## src/rtl/bankrf_pkg.sv

```systemverilog
package bankrf_pkg;
  localparam int NUM_BANKS = 6;

  typedef enum logic [4:0] {
    MODE_USR = 5'b10000,
    MODE_FIQ = 5'b10001,
    MODE_IRQ = 5'b10010,
    MODE_SVC = 5'b10011,
    MODE_ABT = 5'b10111,
    MODE_UND = 5'b11011,
    MODE_SYS = 5'b11111
  } mode_e;

  // bank 0 is the base view used by user and system modes
  typedef enum logic [2:0] {
    BANK_BASE = 3'd0,
    BANK_FIQ  = 3'd1,
    BANK_IRQ  = 3'd2,
    BANK_SVC  = 3'd3,
    BANK_ABT  = 3'd4,
    BANK_UND  = 3'd5
  } bank_e;

  localparam logic [3:0] ADDR_SP = 4'd13;
  localparam logic [3:0] ADDR_LR = 4'd14;
  localparam logic [3:0] ADDR_PC = 4'd15;
endpackage

```

## src/rtl/bankrf_decode.sv

```systemverilog
module bankrf_decode
  import bankrf_pkg::*;
(
  input  logic [4:0] mode_i,
  output bank_e      bank_o
);
  always_comb begin
    case (mode_i)
      MODE_FIQ: bank_o = BANK_FIQ;
      MODE_IRQ: bank_o = BANK_IRQ;
      MODE_SVC: bank_o = BANK_SVC;
      MODE_ABT: bank_o = BANK_ABT;
      MODE_UND: bank_o = BANK_UND;
      default:  bank_o = BANK_BASE; // user, system and unknown codes
    endcase
  end
endmodule

```

## src/rtl/bankrf_gpr.sv

```systemverilog
module bankrf_gpr
  import bankrf_pkg::*;
#(
  parameter int DATA_W     = 32,
  parameter int NUM_SHARED = 8
) (
  input  logic              clk,
  input  logic              rst_n,
  input  bank_e             bank_i,
  input  logic [3:0]        rd_addr_i [2],
  output logic [DATA_W-1:0] rd_data_o [2],
  input  logic              wr_en_i,
  input  logic [3:0]        wr_addr_i,
  input  logic [DATA_W-1:0] wr_data_i
);
  localparam int         SH_W      = $clog2(NUM_SHARED);
  localparam logic [3:0] SHARED_LIM = 4'(NUM_SHARED);

  logic [DATA_W-1:0] shared_q [NUM_SHARED];
  logic [DATA_W-1:0] shared_d [NUM_SHARED];
  logic [DATA_W-1:0] sp_q [NUM_BANKS];
  logic [DATA_W-1:0] sp_d [NUM_BANKS];
  logic [DATA_W-1:0] lr_q [NUM_BANKS];
  logic [DATA_W-1:0] lr_d [NUM_BANKS];
  logic [DATA_W-1:0] pc_q, pc_d;

  always_comb begin
    shared_d = shared_q;
    sp_d     = sp_q;
    lr_d     = lr_q;
    pc_d     = pc_q;
    if (wr_en_i) begin
      if (wr_addr_i < SHARED_LIM)
        shared_d[wr_addr_i[SH_W-1:0]] = wr_data_i;
      else if (wr_addr_i == ADDR_SP)
        sp_d[int'(bank_i)] = wr_data_i;
      else if (wr_addr_i == ADDR_LR)
        lr_d[int'(bank_i)] = wr_data_i;
      else if (wr_addr_i == ADDR_PC)
        pc_d = wr_data_i;
    end
  end

  always_ff @(posedge clk or negedge rst_n) begin
    if (!rst_n) begin
      for (int i = 0; i < NUM_SHARED; i++) shared_q[i] <= '0;
      for (int b = 0; b < NUM_BANKS; b++) begin
        sp_q[b] <= '0;
        lr_q[b] <= '0;
      end
      pc_q <= '0;
    end else if (wr_en_i) begin
      shared_q <= shared_d;
      sp_q     <= sp_d;
      lr_q     <= lr_d;
      pc_q     <= pc_d;
    end
  end

  for (genvar p = 0; p < 2; p++) begin : g_rd
    always_comb begin
      if (rd_addr_i[p] < SHARED_LIM)
        rd_data_o[p] = shared_q[rd_addr_i[p][SH_W-1:0]];
      else if (rd_addr_i[p] == ADDR_SP)
        rd_data_o[p] = sp_q[int'(bank_i)];
      else if (rd_addr_i[p] == ADDR_LR)
        rd_data_o[p] = lr_q[int'(bank_i)];
      else if (rd_addr_i[p] == ADDR_PC)
        rd_data_o[p] = pc_q;
      else
        rd_data_o[p] = '0;
    end
  end
endmodule

```

## src/rtl/bankrf_status.sv

```systemverilog
module bankrf_status
  import bankrf_pkg::*;
#(
  parameter int DATA_W = 32
) (
  input  logic              clk,
  input  logic              rst_n,
  input  bank_e             bank_i,
  input  logic              cur_wr_en_i,
  input  logic [DATA_W-1:0] cur_wr_data_i,
  output logic [DATA_W-1:0] cur_rd_data_o,
  input  logic              sav_wr_en_i,
  input  logic [DATA_W-1:0] sav_wr_data_i,
  output logic [DATA_W-1:0] sav_rd_data_o,
  output logic              sav_err_o
);
  localparam int NUM_SAVED = NUM_BANKS - 1;
  // supervisor mode with both interrupt masks set
  localparam logic [DATA_W-1:0] CUR_RESET = DATA_W'({2'b11, 1'b0, MODE_SVC});

  logic [DATA_W-1:0] cur_q, cur_d;
  logic [DATA_W-1:0] sav_q [NUM_SAVED];
  logic [DATA_W-1:0] sav_d [NUM_SAVED];
  logic              err_q, err_d;
  logic              has_saved;
  logic              sav_en;

  assign has_saved = (bank_i != BANK_BASE);
  assign sav_en    = sav_wr_en_i && has_saved;

  always_comb begin
    cur_d = cur_wr_data_i;
    sav_d = sav_q;
    if (has_saved) sav_d[int'(bank_i) - 1] = sav_wr_data_i;
    err_d = sav_wr_en_i && !has_saved;
  end

  always_ff @(posedge clk or negedge rst_n) begin
    if (!rst_n) cur_q <= CUR_RESET;
    else if (cur_wr_en_i) cur_q <= cur_d;
  end

  always_ff @(posedge clk or negedge rst_n) begin
    if (!rst_n) begin
      for (int i = 0; i < NUM_SAVED; i++) sav_q[i] <= '0;
    end else if (sav_en) begin
      sav_q <= sav_d;
    end
  end

  always_ff @(posedge clk or negedge rst_n) begin
    if (!rst_n) err_q <= 1'b0;
    else        err_q <= err_d;
  end

  assign cur_rd_data_o = cur_q;
  assign sav_rd_data_o = has_saved ? sav_q[int'(bank_i) - 1] : cur_q;
  assign sav_err_o     = err_q;
endmodule

```

## src/rtl/banked_regfile.sv

```systemverilog
module banked_regfile
  import bankrf_pkg::*;
#(
  parameter int DATA_W     = 32,
  parameter int NUM_SHARED = 8
) (
  input  logic              clk,
  input  logic              rst_n,
  input  logic [4:0]        mode_i,
  input  logic [3:0]        rd_a_addr_i,
  output logic [DATA_W-1:0] rd_a_data_o,
  input  logic [3:0]        rd_b_addr_i,
  output logic [DATA_W-1:0] rd_b_data_o,
  input  logic              wr_en_i,
  input  logic [3:0]        wr_addr_i,
  input  logic [DATA_W-1:0] wr_data_i,
  input  logic              cur_wr_en_i,
  input  logic [DATA_W-1:0] cur_wr_data_i,
  output logic [DATA_W-1:0] cur_rd_data_o,
  input  logic              sav_wr_en_i,
  input  logic [DATA_W-1:0] sav_wr_data_i,
  output logic [DATA_W-1:0] sav_rd_data_o,
  output logic              sav_err_o
);
  bank_e             bank;
  logic [3:0]        rd_addr [2];
  logic [DATA_W-1:0] rd_data [2];

  assign rd_addr[0]  = rd_a_addr_i;
  assign rd_addr[1]  = rd_b_addr_i;
  assign rd_a_data_o = rd_data[0];
  assign rd_b_data_o = rd_data[1];

  bankrf_decode u_decode (
    .mode_i (mode_i),
    .bank_o (bank)
  );

  bankrf_gpr #(
    .DATA_W     (DATA_W),
    .NUM_SHARED (NUM_SHARED)
  ) u_gpr (
    .clk       (clk),
    .rst_n     (rst_n),
    .bank_i    (bank),
    .rd_addr_i (rd_addr),
    .rd_data_o (rd_data),
    .wr_en_i   (wr_en_i),
    .wr_addr_i (wr_addr_i),
    .wr_data_i (wr_data_i)
  );

  bankrf_status #(
    .DATA_W (DATA_W)
  ) u_status (
    .clk           (clk),
    .rst_n         (rst_n),
    .bank_i        (bank),
    .cur_wr_en_i   (cur_wr_en_i),
    .cur_wr_data_i (cur_wr_data_i),
    .cur_rd_data_o (cur_rd_data_o),
    .sav_wr_en_i   (sav_wr_en_i),
    .sav_wr_data_i (sav_wr_data_i),
    .sav_rd_data_o (sav_rd_data_o),
    .sav_err_o     (sav_err_o)
  );
endmodule

```

## config.mk

```make
export PLATFORM = sky130hd
export DESIGN_NAME = banked_regfile
export DESIGN_NICKNAME = d
export VERILOG_FILES = /design/src/rtl/bankrf_pkg.sv /design/src/rtl/bankrf_decode.sv /design/src/rtl/bankrf_gpr.sv /design/src/rtl/bankrf_status.sv /design/src/rtl/banked_regfile.sv
export SDC_FILE = /design/constraint.sdc
export NUM_CORES = 2
export LEC_CHECK = 0
export BUFFER_PORTS_ARGS = -buffer_cell sky130_fd_sc_hd__buf_2
export CAP_MARGIN = 10
export CORE_MARGIN = 5
export CORE_UTILIZATION = 56
export DETAILED_ROUTE_END_ITERATION = 8
export GPL_ROUTABILITY_DRIVEN = 0
export GPL_TIMING_DRIVEN = 1
export HOLD_SLACK_MARGIN = 0.02
export PLACE_DENSITY = 0.77
export SLEW_MARGIN = 20
export SYNTH_ARGS = -nofsm -noshare
export SYNTH_HDL_FRONTEND = slang
export SYNTH_SLANG_ARGS = --single-unit
export TNS_END_PERCENT = 100
```

## constraint.sdc

```tcl
create_clock -name clk -period 2.67 [get_ports clk]
set_input_delay 0.267 -clock clk [delete_from_list [all_inputs] [get_ports clk]]
set_output_delay 0.267 -clock clk [all_outputs]
set_load 0.05 [all_outputs]
```

==> implementation parameters <==
Parameter                              Value

Cells and area
  Post-route non-filler standard cell count    4787
  Nets    3789
  Layout cell share with drive strength beyond 1    49.6%
  Most common library cell in the layout ignoring fill and taps    sky130_fd_sc_hd__mux2_2
  Number of fill cells    5154
  Area growth from synthesis to layout    21.8%
  Highest-count cells in the layout ignoring fill and taps    sky130_fd_sc_hd__mux2_2, sky130_fd_sc_hd__dfrtp_1, sky130_fd_sc_hd__buf_4
  Finished Cell Area    53000 um^2

CTS
  Total clock buffers created by CTS    91
  Clock buffer depth    3
  Clock tree from TritonCTS    yes
  CTS H-Tree Depth    3
  Clock tree root driver cell    sky130_fd_sc_hd__clkbuf_16
  Clk Latency, worst-skew pair    0.63 ns
  Clock sink count    865
  Clock edge transition at the registers on the reported setup and hold paths    0.06 ns

Global route
  Total overflow reported by the global router    0
  Antenna violations before repair    9
  Overall global routing resource usage    29.9%
  Via count of the first global-routing pass    32900
  Maximum number of pins on one net before global-route repair    89
  Global-route wire length before repair    195000 um

STA
  Unrepaired setup endpoints after global routing    true
  Finish-stage setup viols    1
  Count of final hold-check violations    0
  Transition time at the pin with the least slew margin    0.873 ns
  Final cycle utilization of the critical path    101%
  Worst-case headroom to the max-slew limit    41.8%
  Setup slack of the critical path after layout    -0.0287 ns
  Max Clock Skew    0 ns
  Number of pins exceeding their max-slew limit in the final report    0
  Maximum clock frequency    371 MHz
  Total negative slack    -0.0287 ns
  Final Critical Period    2.70 ns

Synth
  Prevailing post-synth register cell    sky130_fd_sc_hd__dfrtp_1
  Synthesized area per cell    13.0 um^2
  Flop and latch count out of synthesis    865
  Synth Instances    3350
  Post-Syn Area    43600 um^2
  Number of synthesized flops with an enable pin    0
  Synthesis warning total    0
  Post-synthesis cell type count    61
  Seq/Total Area, Yosys    49.7%
  Nets in the synthesized netlist    3470
  Async set or reset register ratio after synthesis    100%

Place
  Post-Place Cells    4540
  Quantity of I/O buffers inserted on ports    246
  Cell area after placement    48600 um^2
  Detailed placement HPWL    80900 um

Routing
  Met3 Wirelength    9700 um
  Count of routing violations after the opening detailed-route iteration    2767
  Routed vias    31600
  Count of antenna-violating nets left after detailed routing    0
  Wire length on met2    62800 um
  Detail-routed net length per standard cell    26.7 um
  Detailed Route WL    128000 um
  Top layer reached by signal wires    met5
  Routed length on met1    50400 um
  Per-cell via count in the routed design    6.61
  Initial DRT Pass Iterations    6
  Remaining DRCs    0

Pwr
  Ratio of total power to cell area    676 nW/um^2
  Overall power consumption    35.9 mW
  Leakage power figure    24.2 nW
  Peak supply drop    0.488 mV

Min path
  Classification of the worst-slack hold path    primary input to flip-flop

Worst setup path
  Critical path class    flip-flop to primary output
  Endpoint kind of the worst setup timing path    primary output
  Worst Path Arrival    2.43 ns
  Minimum setup slack among reg-to-reg paths    1.79 ns
  Sort of element at the start of the critical path    flip-flop
  Worst endpoint required time    2.40 ns
  CP Max Fanout    3

Run
  Count of max-cap constraint violations    0

Floorplan
  Count of standard-cell rows    102
  Initial core utilization    56.3%
  Die area    83500 um^2
  Die W    289 um
  IO Count    247
  Chip height    289 um
  Area of the placeable core    77300 um^2

Status
  Violated checks    negative setup slack
  Result of the run    finished, violations left
Yosys cell counts, types with 3 or more instances:
cell type	n	area share, %
sky130_fd_sc_hd__nand3_1	42	0.48
sky130_fd_sc_hd__buf_2	101	1.2
sky130_fd_sc_hd__a22o_1	14	0.28
sky130_fd_sc_hd__dfstp_2	5	0.30
sky130_fd_sc_hd__clkbuf_1	207	1.8
sky130_fd_sc_hd__o21a_1	28	0.48
sky130_fd_sc_hd__nor3_1	41	0.47
sky130_fd_sc_hd__mux2i_1	48	1.1
sky130_fd_sc_hd__inv_1	35	0.30
sky130_fd_sc_hd__o211a_1	32	0.74
sky130_fd_sc_hd__and4_1	29	0.58
sky130_fd_sc_hd__and3_1	80	1.1
sky130_fd_sc_hd__a221o_1	3	0.069
sky130_fd_sc_hd__a31oi_1	32	0.46
sky130_fd_sc_hd__dfrtp_1	860	49
sky130_fd_sc_hd__nor2_1	56	0.48
sky130_fd_sc_hd__a2bb2oi_1	3	0.060
sky130_fd_sc_hd__o22ai_1	56	0.80
sky130_fd_sc_hd__o221ai_1	15	0.30
sky130_fd_sc_hd__a211oi_1	63	1.1
sky130_fd_sc_hd__nand2b_1	6	0.086
sky130_fd_sc_hd__mux4_2	126	6.5
sky130_fd_sc_hd__and2_1	7	0.10
sky130_fd_sc_hd__or2_2	3	0.043
sky130_fd_sc_hd__mux2_2	872	23
sky130_fd_sc_hd__nor3_4	3	0.11
sky130_fd_sc_hd__o221a_2	30	0.78
sky130_fd_sc_hd__nand3b_1	4	0.069
sky130_fd_sc_hd__buf_1	34	0.29
sky130_fd_sc_hd__o21ai_0	105	1.2
sky130_fd_sc_hd__nor3b_1	33	0.57
sky130_fd_sc_hd__nor2b_1	93	1.3
sky130_fd_sc_hd__or4_1	28	0.48
sky130_fd_sc_hd__a22oi_1	36	0.62
sky130_fd_sc_hd__o211ai_1	3	0.052
sky130_fd_sc_hd__nand2_1	43	0.37
sky130_fd_sc_hd__a221oi_1	62	1.2
sky130_fd_sc_hd__o22a_1	18	0.36
sky130_fd_sc_hd__mux2_1	23	0.59
sky130_fd_sc_hd__buf_4	5	0.086
sky130_fd_sc_hd__a21oi_1	38	0.44
state kept, by name, summed over array words and instances (netlist names):
name / count
u_gpr.lr_q: 192
u_status.cur_rd_data_o: 32
u_gpr.shared_q: 256
u_status.sav_err_o: 1
u_status.sav_q: 160
u_gpr.pc_q: 32
u_gpr.sp_q: 192
worst max-delay path, cell delays in order, from the launching register on:
cell and delay, ns:
sky130_fd_sc_hd__dfrtp_1 0.41, sky130_fd_sc_hd__mux4_2 0.49, sky130_fd_sc_hd__a22oi_2 0.22, sky130_fd_sc_hd__o21ai_2 0.12, sky130_fd_sc_hd__a221oi_4 0.26, sky130_fd_sc_hd__a21oi_4 0.10
sky130_fd_sc_hd__buf_12 0.18
where the power goes:
part	switching [mW]	leakage, nW	total, mW	internal (mW)
Combinational	3.70	11.3	7.24	3.54
Sequential	1.04	11.4	15.7	14.7
Clock	5.30	1.50	12.9	7.61
Total	10.0	24.2	35.9	25.8
worst paths after layout:
check | from | endpoint | depth (start not counted)
max | u_gpr.shared_q[45] | rd_a_data_o[13] | 6
min in group asynchronous | rst_n | u_status.cur_rd_data_o[9] | 2
min reg2reg | u_gpr.lr_q[102] | u_gpr.lr_q[102] | 1
max reg2reg | u_gpr.shared_q[222] | u_gpr.shared_q[222] | 2
min | wr_data_i[21] | u_gpr.pc_q[21] | 3
max in group asynchronous | rst_n | u_gpr.shared_q[47] | 4
per-stage QoR:
stage                     util (%)  hold slack [ns]  setup slack, ns
after floorplan                  -          -0.0286           -0.272
after global placement        62.8            0.262          -0.0563
after detailed placement      62.8            0.261          -0.0851
after CTS                     68.0           0.0551          -0.0799
after global routing          68.6            0.116          -0.0711
final                         68.6           0.0940          -0.0287
routing by layer:
layer / vias to the layer above / global-route usage (%)
li1: 13300 / -
met1: 16500 / 39.3
met2: 1498 / 49.6
met3: 332 / 5.59
met4: 10 / 12.3
met5: - / 0
final cells by class:
class	instances	area, um^2	share of cell area (%)
multi-input cells	2100	21500	40.5
well taps	1040	1300	2.45
inverters	36	140	0.264
clock inverters	23	305	0.576
clock buffers	144	2740	5.16
flip-flops and latches	865	21700	40.8
diodes	4	10.0	0.0189
repair buffers	575	5400	10.2
kinds of logic (layout without fill, tap and decap cells):
kind of cell    Yosys count  in the layout  synth area share (%)
compound gates          545            545                  9.14
mux                    1069           1069                  30.8
fa+ha+maj                 2              2                0.0574
xor+xnor                  3              3                0.0603
simple gates            481            481                  6.61
buf+inv                 385            778                  3.68
flops                   865            865                  49.7
other cells               0              4                     0
timing repair:
action                     4_1_cts  5_1_grt
gates resized for setup         89      110
hold endpoints to repair       244        0
setup endpoints to repair       62       84
pin swaps                        8       11
buffers inserted                 5        1
hold buffers                    67        0
gates cloned                     1        3
No activity file was read; power rests on OpenSTA's default activity.
